### src/rtl/burst_read_responder.sv
module burst_read_responder #(
  parameter int DQ_W  = 68,
  parameter int AW    = 15,
  parameter int LEN_W = 8,
  parameter int ID_W  = 5
) (
  input  logic             clk,
  input  logic             rst_n,
  input  logic [ID_W-1:0]  dev_id,
  input  logic             last_dev,
  input  logic             cfg_we,
  input  logic [AW-1:0]    cfg_addr,
  input  logic [LEN_W-1:0] cfg_len,
  input  logic             cmdv,
  input  logic [2:0]       cmd,
  input  logic [DQ_W-1:0]  dq_in,
  output logic [DQ_W-1:0]  dq_out,
  output logic             dq_oe,
  output logic             ack_out,
  output logic             ack_oe,
  output logic             eot_out,
  output logic             eot_oe,
  output logic             mem_rd,
  output logic             mem_sel,
  output logic [AW-1:0]    mem_addr,
  input  logic [DQ_W-1:0]  mem_data
);
  localparam int            ID_LSB  = 21;
  localparam int            ARR_LSB = 19;
  localparam logic [ID_W-1:0] BCAST = '1;
  localparam logic [2:0]    RD_CODE = 3'b100;

  typedef enum logic [2:0] {S_IDLE, S_GAP, S_LEAD, S_DATA, S_TAIL} st_t;

  st_t              st;
  logic             gap_q;
  logic             sel_q;
  logic [AW-1:0]    addr_q;
  logic [LEN_W-1:0] len_q;
  logic [LEN_W-1:0] left_q;

  wire [ID_W-1:0] id_f  = dq_in[ID_LSB +: ID_W];
  wire [1:0]      arr_f = dq_in[ARR_LSB +: 2];
  wire id_hit  = (id_f == BCAST) ? last_dev : (id_f == dev_id);
  wire go      = (st == S_IDLE) && cmdv && (cmd == RD_CODE) && id_hit && !arr_f[1];
  wire last_ac = (left_q == LEN_W'(1));

  always_ff @(posedge clk or negedge rst_n) begin
    if (!rst_n) begin
      st     <= S_IDLE;
      gap_q  <= 1'b0;
      sel_q  <= 1'b0;
      addr_q <= '0;
      len_q  <= '0;
      left_q <= '0;
    end else begin
      case (st)
        S_IDLE: begin
          if (cfg_we) begin
            addr_q <= cfg_addr;
            len_q  <= cfg_len;
          end
          if (go) begin
            st     <= S_GAP;
            gap_q  <= 1'b0;
            sel_q  <= arr_f[0];
            left_q <= (len_q == '0) ? LEN_W'(1) : len_q;
          end
        end
        S_GAP: begin
          gap_q <= 1'b1;
          if (gap_q) st <= S_LEAD;
        end
        S_LEAD: begin
          st     <= S_DATA;
          addr_q <= addr_q + AW'(1);
        end
        S_DATA: begin
          left_q <= left_q - LEN_W'(1);
          st     <= last_ac ? S_TAIL : S_LEAD;
        end
        default: st <= S_IDLE;
      endcase
    end
  end

  assign mem_rd   = (st == S_LEAD);
  assign mem_sel  = sel_q;
  assign mem_addr = addr_q;
  assign dq_oe    = (st == S_LEAD) || (st == S_DATA);
  assign dq_out   = (st == S_DATA) ? mem_data : '0;
  assign ack_oe   = dq_oe || (st == S_TAIL);
  assign eot_oe   = ack_oe;
  assign ack_out  = (st == S_DATA);
  assign eot_out  = (st == S_DATA) && last_ac;
endmodule


### config.mk
export PLATFORM = sky130hd
export DESIGN_NAME = burst_read_responder
export DESIGN_NICKNAME = d
export VERILOG_FILES = /design/src/rtl/burst_read_responder.sv
export SDC_FILE = /design/constraint.sdc
export NUM_CORES = 1
export LEC_CHECK = 0
export ABC_CLOCK_PERIOD_IN_PS = 4700
export BUFFER_PORTS_ARGS = -buffer_cell sky130_fd_sc_hd__buf_4
export CORE_AREA = 2 2 102 104
export DETAILED_ROUTE_END_ITERATION = 6
export DIE_AREA = 0 0 104 106
export SLEW_MARGIN = 40
export SYNTH_ARGS = -nofsm -noshare
export SYNTH_HDL_FRONTEND = slang
export SYNTH_SLANG_ARGS = --single-unit
### constraint.sdc
create_clock -name clk -period 4.7 [get_ports clk]
set_input_delay 0.235 -clock clk [delete_from_list [all_inputs] [get_ports clk]]
set_output_delay 0.235 -clock clk [all_outputs]
set_load 0.01 [all_outputs]
-- Yosys cells after proc, flatten, opt, wreduce, memory -nomap -nowiden
Index checks and enable logic that the tools add are counted.
- bits in registers: 36
- memories: 0
- bits in writable memories: 0
- bits in latches: 0
- bits of input ports: 172
- word-level logic and storage cells: 51
- output and inout bits: 90
- ROM bits: 0
- $mul: 0
- add/sub/neg operators: 2
- shift operators: 0
- equal/unequal tests: 11
- div/mod/pow operators: 0
- muxes and demuxes: 13
- magnitude comparators: 0
- reductions and logical operators: 19
- bitwise logic cells: 0
- operators with widths (operator ; count):
    68-bit 2-to-1 mux ; 1
    15-bit one-hot mux with 2 select lines ; 1
    8-bit 2-to-1 mux ; 2
    8-bit one-hot mux with 2 select lines ; 1
    15-bit by 1-bit adder with 15-bit output, second input constant ; 1
    15-bit 2-to-1 mux ; 1
    3-bit one-hot mux with 4 select lines ; 1
    2-bit AND reduction ; 6
    3-bit 2-to-1 mux ; 3
    8-bit by 1-bit equality test with 1-bit output, second input constant ; 1
    8-bit zero test ; 1
    8-bit by 1-bit subtractor with 8-bit output, second input constant ; 1
    3-bit by 2-bit equality test with 1-bit output, second input constant ; 2
    3-bit equality test, second input constant ; 2
    2-bit inequality test, second input constant ; 3
    2-bit nonzero test ; 3
    5-bit equality test ; 1
    5-bit equality test, second input constant ; 1
    1-bit logical AND ; 5
    3-bit by 1-bit equality test with 1-bit output, second input constant ; 1
    3-bit zero test ; 1
    1-bit logical OR ; 2
    1-bit 2-to-1 mux ; 2
    1-bit one-hot mux with 2 select lines ; 1
    1-bit zero test ; 1

-- Logic depth before layout (Yosys ltp)
Gate-level depths: netlist of run 1.
- word-level depth: 7
- depth in mapped cells: 8
- mapped depth without buffers: 7

-- Worst setup path before layout of run 1
OpenSTA, ideal clock, no wires.
- path type: register to output
- start point: register st[2]
- end point: output dq_out[58]
- path slack: 2.983 ns
- data required time: 4.465 ns
- stages on the path, launching flop included: 8
- path buffers: 3
- data arrival time: 1.482 ns
- path through: dfrtp_1 -> buf_4 -> nor2b_4 -> nand2_2 -> inv_1 -> buf_2 -> clkbuf_1 -> and2_1
- cells in the longest elaborated chain, start to end: 2
- RTL lines (item ; line ; RTL):
    from (decl) ; 35 ; st_t st;
    from (signal assigned) ; 80 ; st <= last_ac ? S_TAIL : S_LEAD;
    3-bit by 2-bit equality test with 1-bit output ; - ;
    via ack_out ; 19 ; output logic ack_out,
    68-bit 2-to-1 mux ; 91 ; assign dq_out = (st == S_DATA) ? mem_data : '0;
    to (decl) ; 17 ; output logic [DQ_W-1:0] dq_out,
The timed path passes the listed nets, and every way through them passes these cells.

-- Final worst setup path of run 1
- start point: register st[1]
- end point: output dq_out[6]
- cells in the longest elaborated chain, start to end: 2
- RTL lines (item ; line):
    3-bit by 2-bit equality test with 1-bit output ; 91
    68-bit 2-to-1 mux ; 91
Every way passes these cells.

==> flow_metrics.env, run 1 <==
export IMPL_synth_area_per_cell_um2=8.44
export IMPL_dpl_hpwl_um=8530
export IMPL_leakagePower_nw=2.07
export IMPL_worstPathMaxFanout=48
export IMPL_comb_power_share=0.323
export IMPL_ys_seq_elements=36
export IMPL_chipHeight_um=106
export IMPL_vias_per_cell=4.59
export IMPL_swShare=0.301
export IMPL_dr_total_vias=2890
export IMPL_cts_setup_buffers=0
export IMPL_intPower_uw=648
export IMPL_vdd_drop_max_mv=0.110
export IMPL_synth_top_flop_cell="dfrtp_1"
export IMPL_port_buffer_count=200
export IMPL_fin_skew_ns=0.00571
export IMPL_grt_pass1_wl_um=15700
export IMPL_grt_pass1_vias=2797
export IMPL_power_density_nw_per_um2=220
export IMPL_synth_nets=473
export IMPL_wl_per_cell_um=16.6
export IMPL_drive_gt1_frac=0.454
export IMPL_status="finished, final reports clean"
export IMPL_cts_sinks=36
export IMPL_worst_pin_slew_ns=0.671
export IMPL_switchingPower_uw=278
export IMPL_hold_viol_final=0
export IMPL_crit_arrival_ns=2.41
export IMPL_power_frac_clock=0.249
export IMPL_dp_cells=620
export IMPL_finalSetupViolCount=0
export IMPL_synth_seq_area_share=0.358
export IMPL_worst_setup_path_end_kind="output pin"
export IMPL_syn_cell_area_um2=2520
export IMPL_slew_limit_headroom=0.552
export IMPL_path_common_cell="buf_4"
export IMPL_num_rows=37
export IMPL_ys_warn_count=0
export IMPL_rsz0062_at_grt="no"
export IMPL_cts_tree="yes"
export IMPL_critical_path_class="flip-flop to output pin"
export IMPL_ios=262
export IMPL_cts_max_path_buffers=2
export IMPL_ys_types=51
export IMPL_layout_cells_non_filler=629
export IMPL_clkLatencyLatePin_ns=0.29
export IMPL_root_buffer="clkbuf_8"
export IMPL_htreeDepth=2
export IMPL_cts_hold_buf=1
export IMPL_grt_overflow_total=0
export IMPL_clk_pin_slew_ns=0.07
export IMPL_nets=667
export IMPL_clock_fmax_mhz=377
export IMPL_cp_cell_sequence="nor2b_4, nand2_2, inv_2, buf_4, and2_1, buf_4"
export IMPL_core_um2=10000
export IMPL_critPathMaxStageDelay_ns=0.55
export IMPL_die_area_um2=11000
export IMPL_drtPass1Iterations=5
export IMPL_syn_to_final_growth_pct=67.6
export IMPL_fin_setup_tns_ns=0
export IMPL_antenna_found_initial=0
export IMPL_die_x_um=104
export IMPL_synthCells=298
export IMPL_async_flop_share=1.00
export IMPL_antenna_cells=0
export IMPL_start_util=0.252
export IMPL_power_frac_seq=0.428
export IMPL_cts_resized=0
export IMPL_drtIter0Drc=260
export IMPL_cp_slowest_cell="dfrtp_1"
export IMPL_fin_crit_ns=2.65
export IMPL_numCtsBuffers=5
export IMPL_synth_edf_count=0
export IMPL_required_ns=4.47
export IMPL_maxCapViolCount=0
export IMPL_grtUsageTotal=0.182
export IMPL_place_ws_ns=2.32
export IMPL_finalCritPeriodShare=0.564
export IMPL_worstSetupStartpointType="flip-flop"
export IMPL_hp_class="input port to flip-flop"
export IMPL_final_antenna_net_count=0
export IMPL_routed_wl_um=10400
export IMPL_grt_max_degree=49
export IMPL_fin_ws_ns=2.05
export IMPL_routabilityCongestion=0.917
export IMPL_drc=0
export IMPL_drv_slew=0
registers in the layout, indices dropped and copies added, names as in the netlist:
signal / flops
gap_q: 1
mem_addr: 15
mem_sel: 1
len_q: 8
st: 3
left_q: 8
layer usage:
| metal | track usage | wire length [um] | part of all wire |
|---|---|---|---|
| met2 | 0.347 | 5710 | 0.55 |
| met3 | 0.0417 | 618 | 0.059 |
| met1 | 0.208 | 3990 | 0.38 |
| met4 | 0.0357 | 117 | 0.011 |
| met5 | 0 | 0 | 0 |
path summary, 6_finish.rpt:
check | from | endpoint | slack, ns | depth (start not counted)
setup / recovery | st[1]$_DFFE_PN0P_ | dq_out[6] | 2.05 | 6
hold reg to reg | len_q[0]$_DFFE_PN0P_ | len_q[0]$_DFFE_PN0P_ | 0.51 | 2
setup reg to reg | st[1]$_DFFE_PN0P_ | left_q[6]$_DFFE_PN0P_ | 2.36 | 8
hold / removal | cfg_len[2] | len_q[2]$_DFFE_PN0P_ | 0.14 | 3
max in group asynchronous | rst_n | left_q[6]$_DFFE_PN0P_ | 3.91 | 2
min in group asynchronous | rst_n | mem_addr[5]$_DFFE_PN0P_ | 0.45 | 2
cell usage in the layout, fill, tap and decap left out, types with 2 or more instances in the layout:
master    instances
buf_4           203
and2_1           69
dfrtp_1          36
nand2_1          35
nor2_1           20
a21oi_1          12
o21ai_0          10
nand3_1           8
nor3_1            7
o211ai_1          7
inv_1             6
and3_1            6
clkbuf_8          6
xor2_1            5
a211oi_1          4
a311oi_1          4
o21a_1            4
nand4_1           3
and4_1            3
o311ai_0          3
o221a_2           3
ha_1              3
a21o_1            2
and4b_1           2
o211a_1           2
a22o_1            2
a221o_1           2
clkbuf_1          2
per-stage QoR:
step | cell area (um2) | total power [mW] | utilization | hold WS [ns]
global placement | 4120 | 0.699 | 0.412 | 0.229
floorplan | 2520 | 0.505 | - | -0.0606
global route | 4220 | 0.981 | 0.422 | 0.130
CTS | 4220 | 0.940 | 0.422 | 0.129
finish | 4220 | 0.926 | 0.422 | 0.135
detailed placement | 4120 | 0.704 | 0.412 | 0.235
power by group through the flow:
stage | Combinational (mW) | Clock, mW | Sequential, mW
3_5_place_dp | 0.303 | 0 | 0.401
6_report | 0.299 | 0.230 | 0.396
5_1_grt | 0.326 | 0.249 | 0.405
4_1_cts | 0.304 | 0.240 | 0.396
3_3_place_gp | 0.300 | 0 | 0.400
2_1_floorplan | 0.0998 | 0 | 0.405
cell families after synthesis:
group,synth area share
AOI/OAI and AO/OA,0.166
xor gates and xnor gates,0.0174
adders and majority gates,0.0149
buffers and inverters,0.0517
DFF,0.358
muxes,0.00448
and+or+nand+nor,0.388
cell usage after synthesis, drive strengths merged (2+ instances only):
cell | count | area, um2
and2 | 69 | 432
nor3 | 9 | 61.3
and3 | 6 | 37.5
o211ai | 7 | 52.6
and4b | 2 | 20.0
nand4 | 3 | 18.8
clkbuf | 8 | 30.0
nand2 | 36 | 138
a21o | 2 | 15.0
a211oi | 4 | 30.0
and4 | 3 | 26.3
xor2 | 5 | 43.8
a21oi | 12 | 60.1
dfrtp | 36 | 901
buf | 9 | 68.8
o221a | 3 | 33.8
o211a | 2 | 20.0
nor2 | 21 | 86.3
o311ai | 3 | 26.3
inv | 7 | 26.3
nand3b | 2 | 27.5
a221o | 2 | 20.0
nand3 | 8 | 40.0
ha | 3 | 37.5
o21a | 4 | 30.0
o21ai | 10 | 50.1
nor2b | 2 | 20.0
a22o | 2 | 17.5
a311oi | 4 | 35.0
critical path, delay by kind of cell, from the launching register on:
family	cells	cell delay, ns
DFF	1	0.55
buffers and inverters	3	0.96
and+or+nand+nor	3	0.61
cell type report:
cell class / instances / area (um2)
clock buffer: 8 / 90.1
fill: 1054 / 5780
inverter: 8 / 31.3
multi-input combinational: 237 / 1490
sequential: 36 / 901
tap: 136 / 170
timing repair buffer: 204 / 1530
No activity file was read; power rests on OpenSTA's default activity.
==> run 2: changes to the inputs <==
--- a/config.mk
+++ b/config.mk
@@ -5,11 +5,12 @@
 export SDC_FILE = /design/constraint.sdc
 export NUM_CORES = 1
 export LEC_CHECK = 0
-export ABC_CLOCK_PERIOD_IN_PS = 4700
+export ABC_CLOCK_PERIOD_IN_PS = 2340
 export BUFFER_PORTS_ARGS = -buffer_cell sky130_fd_sc_hd__buf_4
-export CORE_AREA = 2 2 102 104
+export CORE_AREA = 2 2 100 102
 export DETAILED_ROUTE_END_ITERATION = 6
-export DIE_AREA = 0 0 104 106
+export DIE_AREA = 0 0 102 104
+export PLACE_DENSITY = 0.66
 export SLEW_MARGIN = 40
 export SYNTH_ARGS = -nofsm -noshare
 export SYNTH_HDL_FRONTEND = slang
==> constraint.sdc (replaced) <==
create_clock -name clk -period 2.34 [get_ports clk]
set_input_delay 0.117 -clock clk [delete_from_list [all_inputs] [get_ports clk]]
set_output_delay 0.117 -clock clk [all_outputs]
set_load 0.01 [all_outputs]
==> run 2 against run 1 <==
Net effect:
- clock skew increased by 0.0031 ns
- clock power is 100% higher
- via count is 0.45% higher
- sequential power rose by 100%
- register-to-register slack got worse by 2.0 ns
- critical path depth did not move
- hold slack worse by 0.13 ns
- first-iteration DRC count decreased by 28%
- setup slack worse by 1.9 ns
- core utilization increased by 2.2 points
- critical path type unchanged
- largest cell class unchanged
==> flow_metrics.env, run 2 (synthesis gave the netlist of run 1 again) <==
export IMPL_drc=0
export IMPL_timing_rr_start="st[2]$_DFFE_PN0P_"
export IMPL_cp_cell_sequence="nor2b_4, nand2_2, inv_1, buf_12, and2_1, buf_4"
export IMPL_critPathMaxStageDelay_ns=0.55
export IMPL_hold_viol_final=0
export IMPL_start_util=0.263
export IMPL_startpoint="st[1]$_DFFE_PN0P_"
export IMPL_cp_slowest_cell="dfrtp_1"
export IMPL_cts_sinks=36
export IMPL_rrSetupSlack_ns=0.41
export IMPL_grtUsageTotal=0.179
export IMPL_layout_common_cells="203 x buf_4, 69 x and2_1, 36 x dfrtp_1"
export IMPL_path_depth=6
export IMPL_die_area_um2=10600
export IMPL_required_ns=2.22
export IMPL_layout_commonest_cell="buf_4"
export IMPL_worstSetupStartpointType="flip-flop"
export IMPL_die_x_um=102
export IMPL_vdd_drop_max_mv=0.341
export IMPL_place_ws_ns=0.425
export IMPL_root_buffer="clkbuf_8"
export IMPL_crit_arrival_ns=2.06
export IMPL_wl_met2_um=5350
export IMPL_clk_pin_slew_ns=0.07
export IMPL_port_buffer_count=200
export IMPL_numCtsBuffers=5
export IMPL_num_rows=36
export IMPL_dpl_hpwl_um=8370
export IMPL_hp_class="input port to flip-flop"
export IMPL_cts_max_path_buffers=2
export IMPL_drive_gt1_frac=0.457
export IMPL_cp_num_buf_inv=3
export IMPL_htreeDepth=2
export IMPL_fin_ws_ns=0.167
export IMPL_drtPass1Iterations=4
export IMPL_critical_path_class="flip-flop to output pin"
export IMPL_fin_skew_ns=0.00878
export IMPL_slew_limit_headroom=0.665
export IMPL_power_density_nw_per_um2=440
export IMPL_r2r_cells=5
export IMPL_postLayoutCoreUtil=0.444
export IMPL_final_antenna_net_count=0
export IMPL_crit_family="buffers and inverters"
export IMPL_dr_total_vias=2903
export IMPL_ios=262
export IMPL_dpl_cell_area_um2=4130
export IMPL_antenna_found_initial=2
export IMPL_chipHeight_um=104
export IMPL_multiInputGateArea_um2=1490
export IMPL_routabilityCongestion=0.826
export IMPL_core_um2=9550
export IMPL_wl_per_cell_um=16.2
export IMPL_rsz0062_at_grt="no"
export IMPL_p_total_mw=1.86
export IMPL_seq_area_um2=901
export IMPL_grt_pass1_vias=2728
export IMPL_fin_setup_tns_ns=0
export IMPL_nets=668
export IMPL_finalSetupViolCount=0
export IMPL_route_met3_wl_um=709
export IMPL_hold_path_depth=3
export IMPL_vias_per_cell=4.62
export IMPL_grt_pass1_wl_um=14600
export IMPL_maxCapViolCount=0
export IMPL_cts_tree="yes"
export IMPL_clkLatencyLatePin_ns=0.30
export IMPL_worst_setup_path_end_kind="output pin"
export IMPL_largest_register_ffs=15
export IMPL_worst_pin_slew_ns=0.499
export IMPL_drv_slew=0
export IMPL_leakagePower_nw=2.08
export IMPL_highest_layer="met4"
export IMPL_clock_fmax_mhz=460
export IMPL_worstPathMaxFanout=68
export IMPL_nFillCells=987
export IMPL_status="finished, final reports clean"
export IMPL_grt_overflow_total=0
export IMPL_syn_to_final_growth_pct=68.6
export IMPL_final_area_um2=4240
export IMPL_cts_resized=0
export IMPL_drtIter0Drc=186
export IMPL_routed_wl_um=10200
export IMPL_m1WireLength_um=3860
export IMPL_grt_max_degree=69
export IMPL_finalCritPeriodShare=0.929
export IMPL_fin_crit_ns=2.17
export IMPL_worstHoldStart="cfg_len[4]"
## run 2: changes by cell type in the layout (fill, tap and decap cells not counted)
cell	delta
clkbuf_1	-2
buf_12	+1
inv_2	-1
inv_1	+1
clkinv_2	+2
diode_2	+2
## run 2: timing repair
item / in CTS / in global routing
setup buffers: 0 / 0
hold buffers: 1 / 0
hold endpoints to repair: 36 / 0
## run 2: stage by stage
stage	hold WS [ns]	instances
floorplan	-0.179	298
global placement	0.107	618
detailed placement	0.112	618
CTS	0.00258	627
global route	0.00754	629
finish	0.00932	629
## run 2: tightest hold or removal path: cells and delay by family
family / cells / cell delay (ns)
and+or+nand+nor: 2 / 0.08
buffers and inverters: 1 / 0.07
## run 2: worst paths after layout
path	endpoint
max	dq_out[67]
min	len_q[4]$_DFFE_PN0P_
max reg2reg	mem_addr[3]$_DFFE_PN0P_
min reg2reg	len_q[0]$_DFFE_PN0P_
max in group asynchronous	mem_sel$_DFFE_PN0P_
min in group asynchronous	mem_addr[11]$_DFFE_PN0P_
## run 2: metal layers
metal / global-route usage / up-vias
met5: 0 / -
met3: 0.0343 / 13
met2: 0.332 / 120
met4: 0.0581 / 0
li1: - / 1431
met1: 0.200 / 1339
## run 2: area by class of cell
cell class              count  area share
clock inverters             2     0.00236
multi-input cells         237       0.352
repair buffers            205       0.366
diodes                      2     0.00118
inverters                   8     0.00737
clock buffers               6      0.0195
flip-flops and latches     36       0.212
well taps                 133      0.0392
## run 2: power by group
| group | total, mW | internal, mW | switching (mW) |
|---|---|---|---|
| clock network | 0.466 | 0.235 | 0.231 |
| registers | 0.796 | 0.694 | 0.102 |
| logic | 0.603 | 0.367 | 0.236 |
| total | 1.86 | 1.30 | 0.569 |
